<file path="src/rtl/rob_pkg.sv">
package rob_pkg;
  localparam int ROB_DEPTH = 16;
  localparam int LREG_W    = 4;
  localparam int PREG_W    = 6;
  localparam int LANES     = 2;
  localparam int WB_PORTS  = 2;
  localparam int IDX_W     = $clog2(ROB_DEPTH);
  localparam int PTR_W     = IDX_W + 1;

  typedef logic [IDX_W-1:0] robIdx_t;
  typedef logic [PTR_W-1:0] robPtr_t;

  // strobes from control to the entry storage
  typedef struct packed {
    logic [LANES-1:0] allocEn;
    logic [LANES-1:0] commitEn;
    robIdx_t          tailIdx;
    robIdx_t          headIdx;
  } robStrobe_t;
endpackage

</file>
<file path="src/rtl/rob_ctrl.sv">
module rob_ctrl
  import rob_pkg::*;
(
  input  logic             clk,
  input  logic             rstN,
  input  logic [LANES-1:0] allocReq,
  input  logic [LANES-1:0] headDone,
  output robStrobe_t       strb,
  output logic             allocReady,
  output robPtr_t          headPtr,
  output robPtr_t          tailPtr
);
  robPtr_t          occupancy;
  logic [PTR_W:0]   freeSlots;
  logic [LANES-1:0] allocEn;
  logic [LANES-1:0] commitEn;
  robPtr_t          nAlloc;
  robPtr_t          nCommit;

  // the extra pointer bit keeps full (difference = depth) apart from empty
  assign occupancy  = tailPtr - headPtr;
  assign freeSlots  = (PTR_W+1)'(ROB_DEPTH) - {1'b0, occupancy};
  assign allocReady = freeSlots >= (PTR_W+1)'(LANES);

  always_comb begin
    nAlloc  = '0;
    nCommit = '0;
    for (int l = 0; l < LANES; l++) begin
      // each lane depends on the older lane: contiguous groups only
      if (l == 0) begin
        allocEn[l]  = allocReady & allocReq[l];
        commitEn[l] = (occupancy > PTR_W'(l)) & headDone[l];
      end else begin
        allocEn[l]  = allocEn[l-1] & allocReq[l];
        commitEn[l] = commitEn[l-1] & (occupancy > PTR_W'(l)) & headDone[l];
      end
      nAlloc  = nAlloc + PTR_W'(allocEn[l]);
      nCommit = nCommit + PTR_W'(commitEn[l]);
    end
  end

  always_ff @(posedge clk) begin
    if (!rstN) begin
      headPtr <= '0;
      tailPtr <= '0;
    end else begin
      headPtr <= headPtr + nCommit;
      tailPtr <= tailPtr + nAlloc;
    end
  end

  assign strb.allocEn  = allocEn;
  assign strb.commitEn = commitEn;
  assign strb.tailIdx  = tailPtr[IDX_W-1:0];
  assign strb.headIdx  = headPtr[IDX_W-1:0];
endmodule

</file>
<file path="src/rtl/rob_data.sv">
module rob_data
  import rob_pkg::*;
(
  input  logic                             clk,
  input  logic                             rstN,
  input  robStrobe_t                       strb,
  input  logic [LANES-1:0][LREG_W-1:0]     allocLreg,
  input  logic [LANES-1:0][PREG_W-1:0]     allocPreg,
  input  logic [WB_PORTS-1:0]              wbValid,
  input  logic [WB_PORTS-1:0][IDX_W-1:0]   wbIdx,
  output logic [LANES-1:0]                 headDone,
  output logic [LANES-1:0][LREG_W-1:0]     headLreg,
  output logic [LANES-1:0][PREG_W-1:0]     headPreg
);
  logic [LREG_W-1:0]    lregMem [ROB_DEPTH];
  logic [PREG_W-1:0]    pregMem [ROB_DEPTH];
  logic [ROB_DEPTH-1:0] doneVec;

  always_ff @(posedge clk) begin
    for (int l = 0; l < LANES; l++) begin
      if (strb.allocEn[l]) begin
        lregMem[robIdx_t'(strb.tailIdx + IDX_W'(l))] <= allocLreg[l];
        pregMem[robIdx_t'(strb.tailIdx + IDX_W'(l))] <= allocPreg[l];
      end
    end
  end

  // completion flags: retire and allocate clear, writeback sets
  always_ff @(posedge clk) begin
    if (!rstN) begin
      doneVec <= '0;
    end else begin
      for (int l = 0; l < LANES; l++) begin
        if (strb.commitEn[l]) doneVec[robIdx_t'(strb.headIdx + IDX_W'(l))] <= 1'b0;
        if (strb.allocEn[l])  doneVec[robIdx_t'(strb.tailIdx + IDX_W'(l))] <= 1'b0;
      end
      for (int p = 0; p < WB_PORTS; p++) begin
        if (wbValid[p]) doneVec[wbIdx[p]] <= 1'b1;
      end
    end
  end

  always_comb begin
    for (int l = 0; l < LANES; l++) begin
      headDone[l] = doneVec[robIdx_t'(strb.headIdx + IDX_W'(l))];
      headLreg[l] = lregMem[robIdx_t'(strb.headIdx + IDX_W'(l))];
      headPreg[l] = pregMem[robIdx_t'(strb.headIdx + IDX_W'(l))];
    end
  end
endmodule

</file>
<file path="src/rtl/rob_top.sv">
module rob_top
  import rob_pkg::*;
(
  input  logic              clk,
  input  logic              rstN,
  input  logic [1:0]        allocValid,
  input  logic [LREG_W-1:0] allocLreg0,
  input  logic [PREG_W-1:0] allocOldPreg0,
  input  logic [LREG_W-1:0] allocLreg1,
  input  logic [PREG_W-1:0] allocOldPreg1,
  output logic              allocReady,
  output logic [IDX_W-1:0]  allocIdx0,
  output logic [IDX_W-1:0]  allocIdx1,
  input  logic [1:0]        wbValid,
  input  logic [IDX_W-1:0]  wbIdx0,
  input  logic [IDX_W-1:0]  wbIdx1,
  output logic [1:0]        commitValid,
  output logic [LREG_W-1:0] commitLreg0,
  output logic [PREG_W-1:0] commitOldPreg0,
  output logic [LREG_W-1:0] commitLreg1,
  output logic [PREG_W-1:0] commitOldPreg1
);
  robStrobe_t                    strb;
  robPtr_t                       headPtr;
  robPtr_t                       tailPtr;
  logic [LANES-1:0]              headDone;
  logic [LANES-1:0][LREG_W-1:0]  headLreg;
  logic [LANES-1:0][PREG_W-1:0]  headPreg;

  rob_ctrl i_ctrl (
    .clk        (clk),
    .rstN       (rstN),
    .allocReq   (allocValid),
    .headDone   (headDone),
    .strb       (strb),
    .allocReady (allocReady),
    .headPtr    (headPtr),
    .tailPtr    (tailPtr)
  );

  rob_data i_data (
    .clk       (clk),
    .rstN      (rstN),
    .strb      (strb),
    .allocLreg ({allocLreg1, allocLreg0}),
    .allocPreg ({allocOldPreg1, allocOldPreg0}),
    .wbValid   (wbValid),
    .wbIdx     ({wbIdx1, wbIdx0}),
    .headDone  (headDone),
    .headLreg  (headLreg),
    .headPreg  (headPreg)
  );

  assign allocIdx0      = strb.tailIdx;
  assign allocIdx1      = strb.tailIdx + IDX_W'(1);
  assign commitValid    = strb.commitEn;
  assign commitLreg0    = headLreg[0];
  assign commitOldPreg0 = headPreg[0];
  assign commitLreg1    = headLreg[1];
  assign commitOldPreg1 = headPreg[1];
endmodule

</file>
<file path="config.mk">
export PLATFORM = sky130hd
export DESIGN_NAME = rob_top
export DESIGN_NICKNAME = d
export VERILOG_FILES = /design/src/rtl/rob_pkg.sv /design/src/rtl/rob_ctrl.sv /design/src/rtl/rob_data.sv /design/src/rtl/rob_top.sv
export SDC_FILE = /design/constraint.sdc
export NUM_CORES = 1
export LEC_CHECK = 0
export BUFFER_PORTS_ARGS = -buffer_cell sky130_fd_sc_hd__buf_2
export CORE_MARGIN = 2
export CORE_UTILIZATION = 60
export CTS_CLUSTER_SIZE = 8
export DETAILED_ROUTE_END_ITERATION = 16
export PLACE_DENSITY = 0.76
export REMOVE_ABC_BUFFERS = 1
export SLEW_MARGIN = 20
export SYNTH_ARGS = -nofsm -noshare
export SYNTH_HDL_FRONTEND = slang
export SYNTH_SLANG_ARGS = --single-unit
</file>
<file path="constraint.sdc">
create_clock -name clk -period 6.97 [get_ports clk]
set_input_delay 0.697 -clock clk [delete_from_list [all_inputs] [get_ports clk]]
set_output_delay 0.697 -clock clk [all_outputs]
set_load 0.02 [all_outputs]
</file>
**Word-level counts from Yosys, hierarchy flattened**

Memory sizes are Yosys's and may differ from the RTL's. A register that Yosys moved wholly into a read port is not among the register bits.
Cells that the tools add are included.

- Register bits: 26
- Memory bits (writable): 160
- Input bits: 34
- Output and inout bits: 31
- Memories: 2

Memories:

| memory | words | bits a word | rd ports | clocked after Yosys merged registers in | wr ports | line | source |
|---|---|---|---|---|---|---|---|
| i_data.pregMem | 16 | 6 | 2 | 1 | 2 | rob_data.sv:16 | `logic [PREG_W-1:0] pregMem [ROB_DEPTH];` |
| i_data.lregMem | 16 | 4 | 2 | 1 | 2 | rob_data.sv:15 | `logic [LREG_W-1:0] lregMem [ROB_DEPTH];` |

- Add/sub/neg operators: 8
- Magnitude comparators: 15
- Muxes and demuxes: 33
- Bitwise logic cells: 15
- Reductions and logical operators: 6

Operators by type and width:

| operator | count |
|---|---|
| 2-to-1 mux 16 bit | 11 |
| AND 16 bit | 4 |
| NOT 16 bit | 4 |
| OR 16 bit | 2 |
| < comparator 4 x 5 -> 1 bit, second input constant | 6 |
| demux 1 bit (select 4 bit) | 6 |
| greater-or-equal comparator 4 x 1 -> 1 bit, second input constant | 6 |
| 2-to-1 mux 1 bit | 12 |
| adder 5 bit | 2 |
| > comparator 5 x 1 -> 1 bit, second input constant | 2 |
| adder 4 x 1 -> 4 bit, second input constant | 2 |
| binary-select mux 1 bit (select 4 bit) | 2 |
| 2-to-1 mux 4 bit | 2 |
| greater-or-equal comparator 6 x 2 -> 1 bit, second input constant | 1 |
| logical AND 1 bit | 6 |
| subtractor 5 x 5 -> 6 bit, first input constant | 1 |
| AND 1 bit | 5 |
| subtractor 5 bit | 1 |
| adder 1 x 1 -> 2 bit | 2 |

**Depth between registers and ports, before layout**

- Word-level depth: 22
- Gate-level depth with buffers: 21

**Modules after synthesis**

A second synthesis with hierarchy kept.

- Cell total of the unflattened synthesis: 796
- Area total of the unflattened synthesis: 11728.7 sq um

By module, submodules not included:

| module | instances | cells an instance | area an instance (sq um) | sequential area each (sq um) |
|---|---|---|---|---|
| rob_data | 1 | 700 | 10869.2 | 5124.9 |
| rob_ctrl | 1 | 91 | 820.8 | 200.2 |
| rob_top | 1 | 5 | 38.8 | 0.0 |

**Worst setup path after synthesis**

No wires, ideal clock.

- Path kind: reg-to-reg
- From: reg i_ctrl.headPtr[0]
- To: reg i_ctrl.headPtr[4]
- Data arrival time: 4.968 ns
- Required time: 6.894 ns
- Setup slack: 1.927 ns
- Stages on the path, launching flop included: 19
- Buffers on the path: 6
- Cells stage by stage: dfxtp_1 > clkbuf_1 > buf_2 > buf_1 > clkbuf_1 > inv_1 > ha_1 > buf_2 > buf_1 > a211oi_1 > a211oi_1 > o21ai_0 > a21oi_1 > ha_1 > ha_1 > inv_1 > fa_1 > or3_1 > a21boi_0

- Cells in the longest elaborated chain, start to end: 7

RTL lines:

| item | line | source |
|---|---|---|
| start, declared | rob_ctrl.sv:10 | `output robPtr_t headPtr,` |
| start signal, assigned | rob_ctrl.sv:47 | `headPtr <= headPtr + nCommit;` |
| subtractor 5 bit / binary-select mux 1 bit (select 4 bit) (equally long branches) | rob_ctrl.sv:21, rob_data.sv:45 |  |
| > comparator 5 x 1 -> 1 bit / 2-to-1 mux 1 bit (equally long branches) | rob_ctrl.sv:32, rob_data.sv:45 |  |
| AND 1 bit | rob_ctrl.sv:32 | `commitEn[l] = (occupancy > PTR_W'(l)) & headDone[l];` |
| AND 1 bit | rob_ctrl.sv:35 | `commitEn[l] = commitEn[l-1] & (occupancy > PTR_W'(l)) & headDone[l];` |
| AND 1 bit (*) | rob_ctrl.sv:35 |  |
| named net commitValid[1] | rob_top.sv:17 | `output logic [1:0] commitValid,` |
| adder 1 x 1 -> 2 bit (*) | rob_ctrl.sv:38 | `nCommit = nCommit + PTR_W'(commitEn[l]);` |
| adder 5 bit (*) | rob_ctrl.sv:47 |  |

Mark *: on every way through the listed nets, which the timed path passes. The rest lies on a longest branch. The select of a mux whose other input is x is not followed.
A chain may end at the register's enable or synchronous reset.

**Final worst setup path**

- From: reg i_ctrl.tailPtr[0]
- To: out allocReady

- Cells in the longest elaborated chain, start to end: 3

RTL lines:

| item | line | source |
|---|---|---|
| start, declared | rob_ctrl.sv:11 | `output robPtr_t tailPtr` |
| start signal, assigned | rob_ctrl.sv:48 | `tailPtr <= tailPtr + nAlloc;` |
| subtractor 5 bit | rob_ctrl.sv:21 | `assign occupancy = tailPtr - headPtr;` |
| subtractor 5 x 5 -> 6 bit | rob_ctrl.sv:22 | `assign freeSlots = (PTR_W+1)'(ROB_DEPTH) - {1'b0, occupancy};` |
| greater-or-equal comparator 6 x 2 -> 1 bit | rob_ctrl.sv:23 | `assign allocReady = freeSlots >= (PTR_W+1)'(LANES);` |
| end, declared | rob_top.sv:11 | `output logic allocReady,` |

Every way passes these cells.

==> metrics.txt <==
worst clock skew=about 0.0054 ns; RSZ-0062 raised after global routing=no; Cell Count, Final, Fillers Out=~1200; Slew @ Worst Pin=1.09 ns; hold crit path type=flop to flop; DPL Wire Length=~21000 microns; library cells used by synthesis=59; hold_buf cts=0; Post-Syn Area=12200 sq um; 1st-iter DRT viols=891; worst path bufs/invs=4; post-route clock period utilization=76.2%; TritonCTS clock tree=built; root buf cell=clkbuf_16; CP max stage cell=nor3b_4; CP required=6.27 ns; routed wirelength normalized by instance count=27.4 microns; Overflow after GRT=0; Crit Path Category=flop to output port; maxcap violations=0; Switching Share=around a third; routability congestion estimate=0.910; Port Buf Inserts=64; clk buf depth=2; postcts setup bufs=0; ranking of synthesized cells by area=edfxtp_1, mux4_2, mux2_2; Min Clock Period, post-route=5.31 ns; IO Pins=65; H-tree Lvls=4; Cell Pwr Density=275 nW/um^2; CP Cell Sequence=inv_1 > ha_1 > fa_1 > nand2b_1 > a21oi_1 > xnor2_1 > inv_1 > ha_1 > or4b_4 > nor3b_4 > or2_2 > inv_1 > buf_2; nets=a little under 1000; combinational power share=33.7%; CP endpoint=allocReady; post-CTS sizing=0; Die Area=between 20000 and 25000 sq um; slowest stage delay, CP=0.80 ns; cts bufs inserted=17; Initial Util=60.6%; part of the Yosys area used for sequential elements=43.7%; Synth Area per Inst=around 14 sq um; Post-route DRC=0; die height=around 150 microns; Cells after DPL=1162; Fillers=between 1000 and 1500; area grow syn2layout=10.1%; CP Launch Type=flop; worst reg2reg path endpoint=i_data.lregMem[15][0]$_DFFE_PP_; DR vias/cell=7.02; Crit path top cell by count=inv_1; Total Power=3.70 mW; clock latency on the worst-skew pair=0.43 ns; DP Area=12800 sq um; setup ws final=~1.7 ns; RR Startpoint=i_ctrl.tailPtr[0]$_SDFF_PN0_; num rows=between 50 and 60; Mapped Cells=888; fin area=13400 sq um; Worst Setup SP=i_ctrl.tailPtr[0]$_SDFF_PN0_; Synth area leader=edfxtp_1; Final Hold Viols=0; CP endpoint kind=output port; Final Max Tran Viols=0; internal power=2.44 mW; pin count of the biggest net entering global routing=62; Top FF cell, synth=edfxtp_1; Yosys warnings=0; Arrival @ worst endpoint=4.62 ns; clk sinks=186; R2R cell count=12; Clock transition at path regs=0.07 ns; drt total wl=32700 microns; synthesis-stage register bit count=about 190; Seq pwr share=38.2%; switching power=1.26 mW; Post-synth EDFFs=160; Min-Delay Path Depth=2; post-synth top area share=39.4%; Pre-antenna DRT Iters=5; Leak Pwr=4.34 nW; core region area=20100 sq um; # setup viols final=0; crit path max fanout=20; Via Count=~8400; first-pass GRT wire length=a little under 50000 microns; maximum VDD drop=between 0.0002 and 0.00025 V; status=finished, final reports clean; number of global-route vias before repair=8253; Clock Power Share=between 20 and 30%; Routed Antenna Nets=0; FMAX=188 MHz; fraction of layout cells with a size suffix above 1=45.5%; Crit path max-delay family=simple AND/OR/NAND/NOR gates; Chip Width=147 microns; reg2reg setup slack=1.90 ns; initial antenna violation count=1; commonest cells after routing, fill and taps aside=mux2_2, edfxtp_1, mux4_2; GRT Resource Usage Total=a little under a third; relative slew slack=26.9%; Post-Place Worst Slack=approximately 1.9 ns; Worst path depth=13; ys async rst share=0%
[Yosys cell counts, drive strengths merged, types with 10 or more instances]
| cell type | count |
|---|---|
| buf | 34 |
| a21oi | 15 |
| mux2 | 160 |
| edfxtp | 160 |
| nor3 | 30 |
| xnor2 | 13 |
| o22ai | 18 |
| nand2 | 64 |
| ha | 22 |
| nand3 | 16 |
| mux4 | 104 |
| or4 | 10 |
| clkbuf | 48 |
| dfxtp | 26 |
| nor2 | 18 |
| inv | 19 |
[power by group through the flow]
stage,logic (mW),registers (mW),clock network (mW)
after CTS,1.24,1.41,1.04
after global routing,1.33,1.42,1.08
after detailed placement,1.23,1.43,0
final,1.25,1.41,1.04
after global placement,1.21,1.42,0
after floorplan,0.799,1.44,0
[through the flow]
step | TNS (ns) | utilization [%] | hold slack (ns)
after floorplan | -98.02 | - | 0.454
after global placement | 0 | 63.5 | 0.469
after detailed placement | 0 | 63.6 | 0.483
after CTS | 0 | 66.7 | 0.493
after global routing | 0 | 66.7 | 0.511
final | 0 | 66.8 | 0.490
[worst min-delay path by stage]
stage,start,endpoint,slack (ns)
floorplan,i_data.doneVec[14]$_SDFF_PN0_,i_data.doneVec[14]$_SDFF_PN0_,0.45
global placement,i_data.doneVec[12]$_SDFF_PN0_,i_data.doneVec[12]$_SDFF_PN0_,0.47
detailed placement,i_data.doneVec[14]$_SDFF_PN0_,i_data.doneVec[14]$_SDFF_PN0_,0.48
CTS,i_data.doneVec[15]$_SDFF_PN0_,i_data.doneVec[15]$_SDFF_PN0_,0.49
global route,i_data.doneVec[13]$_SDFF_PN0_,i_data.doneVec[13]$_SDFF_PN0_,0.51
finish,i_data.doneVec[15]$_SDFF_PN0_,i_data.doneVec[15]$_SDFF_PN0_,0.49
[cell families (layout without fill, tap and decap cells)]
| family | Yosys count | in the layout | share of synthesized area (%) |
|---|---|---|---|
| AND/OR/NAND/NOR | 201 | 201 | 9.03 |
| multiplexers | 272 | 272 | 34.7 |
| flip-flops | 186 | 186 | 43.7 |
| XOR/XNOR | 17 | 17 | 1.28 |
| buffers and inverters | 102 | 138 | 3.78 |
| other | 0 | 1 | 0 |
| AO/OA/AOI/OAI | 85 | 85 | 4.80 |
| adder cells (fa/ha/maj) | 25 | 25 | 2.75 |
[worst register-to-register path, stage by stage, from the launching register on]
cell	delay, ns
dfxtp_1	0.51
inv_1	0.16
ha_1	0.25
fa_1	0.43
nand2b_1	0.17
a21oi_1	0.23
xnor2_1	0.22
inv_1	0.09
ha_1	0.29
or4b_4	0.50
nor3b_4	0.80
or4_1	0.76
mux2_2	0.42
[final cells by class]
| class | count | area (sq um) | share of cell area (%) |
|---|---|---|---|
| clock inverter | 15 | 198 | 1.47 |
| multi-input combinational | 600 | 6570 | 48.9 |
| clock buffer | 17 | 425 | 3.17 |
| sequential | 186 | 5330 | 39.7 |
| antenna | 1 | 2.50 | 0.0186 |
| timing repair buffer | 86 | 485 | 3.62 |
| tap | 270 | 338 | 2.52 |
| inverter | 20 | 75.1 | 0.559 |
[layer usage]
| metal | GRT usage (%) | vias to the layer above | wire length (microns) | share of wire [%] |
|---|---|---|---|---|
| li1 | - | 3598 | - | - |
| met3 | 6.75 | 98 | 3080 | 9.4 |
| met2 | 48.7 | 508 | 15300 | 47 |
| met4 | 13.9 | 0 | 1420 | 4.3 |
| met1 | 43.8 | 4189 | 12900 | 39 |
| met5 | 0 | - | 0 | 0 |
[sequential cells by signal, summed over array words and instances (netlist names)]
signal,flops
i_ctrl.tailPtr,5
i_data.pregMem,96
i_data.doneVec,16
i_ctrl.headPtr,5
i_data.lregMem,64
Note: power is estimated with default switching activity, not from simulation.
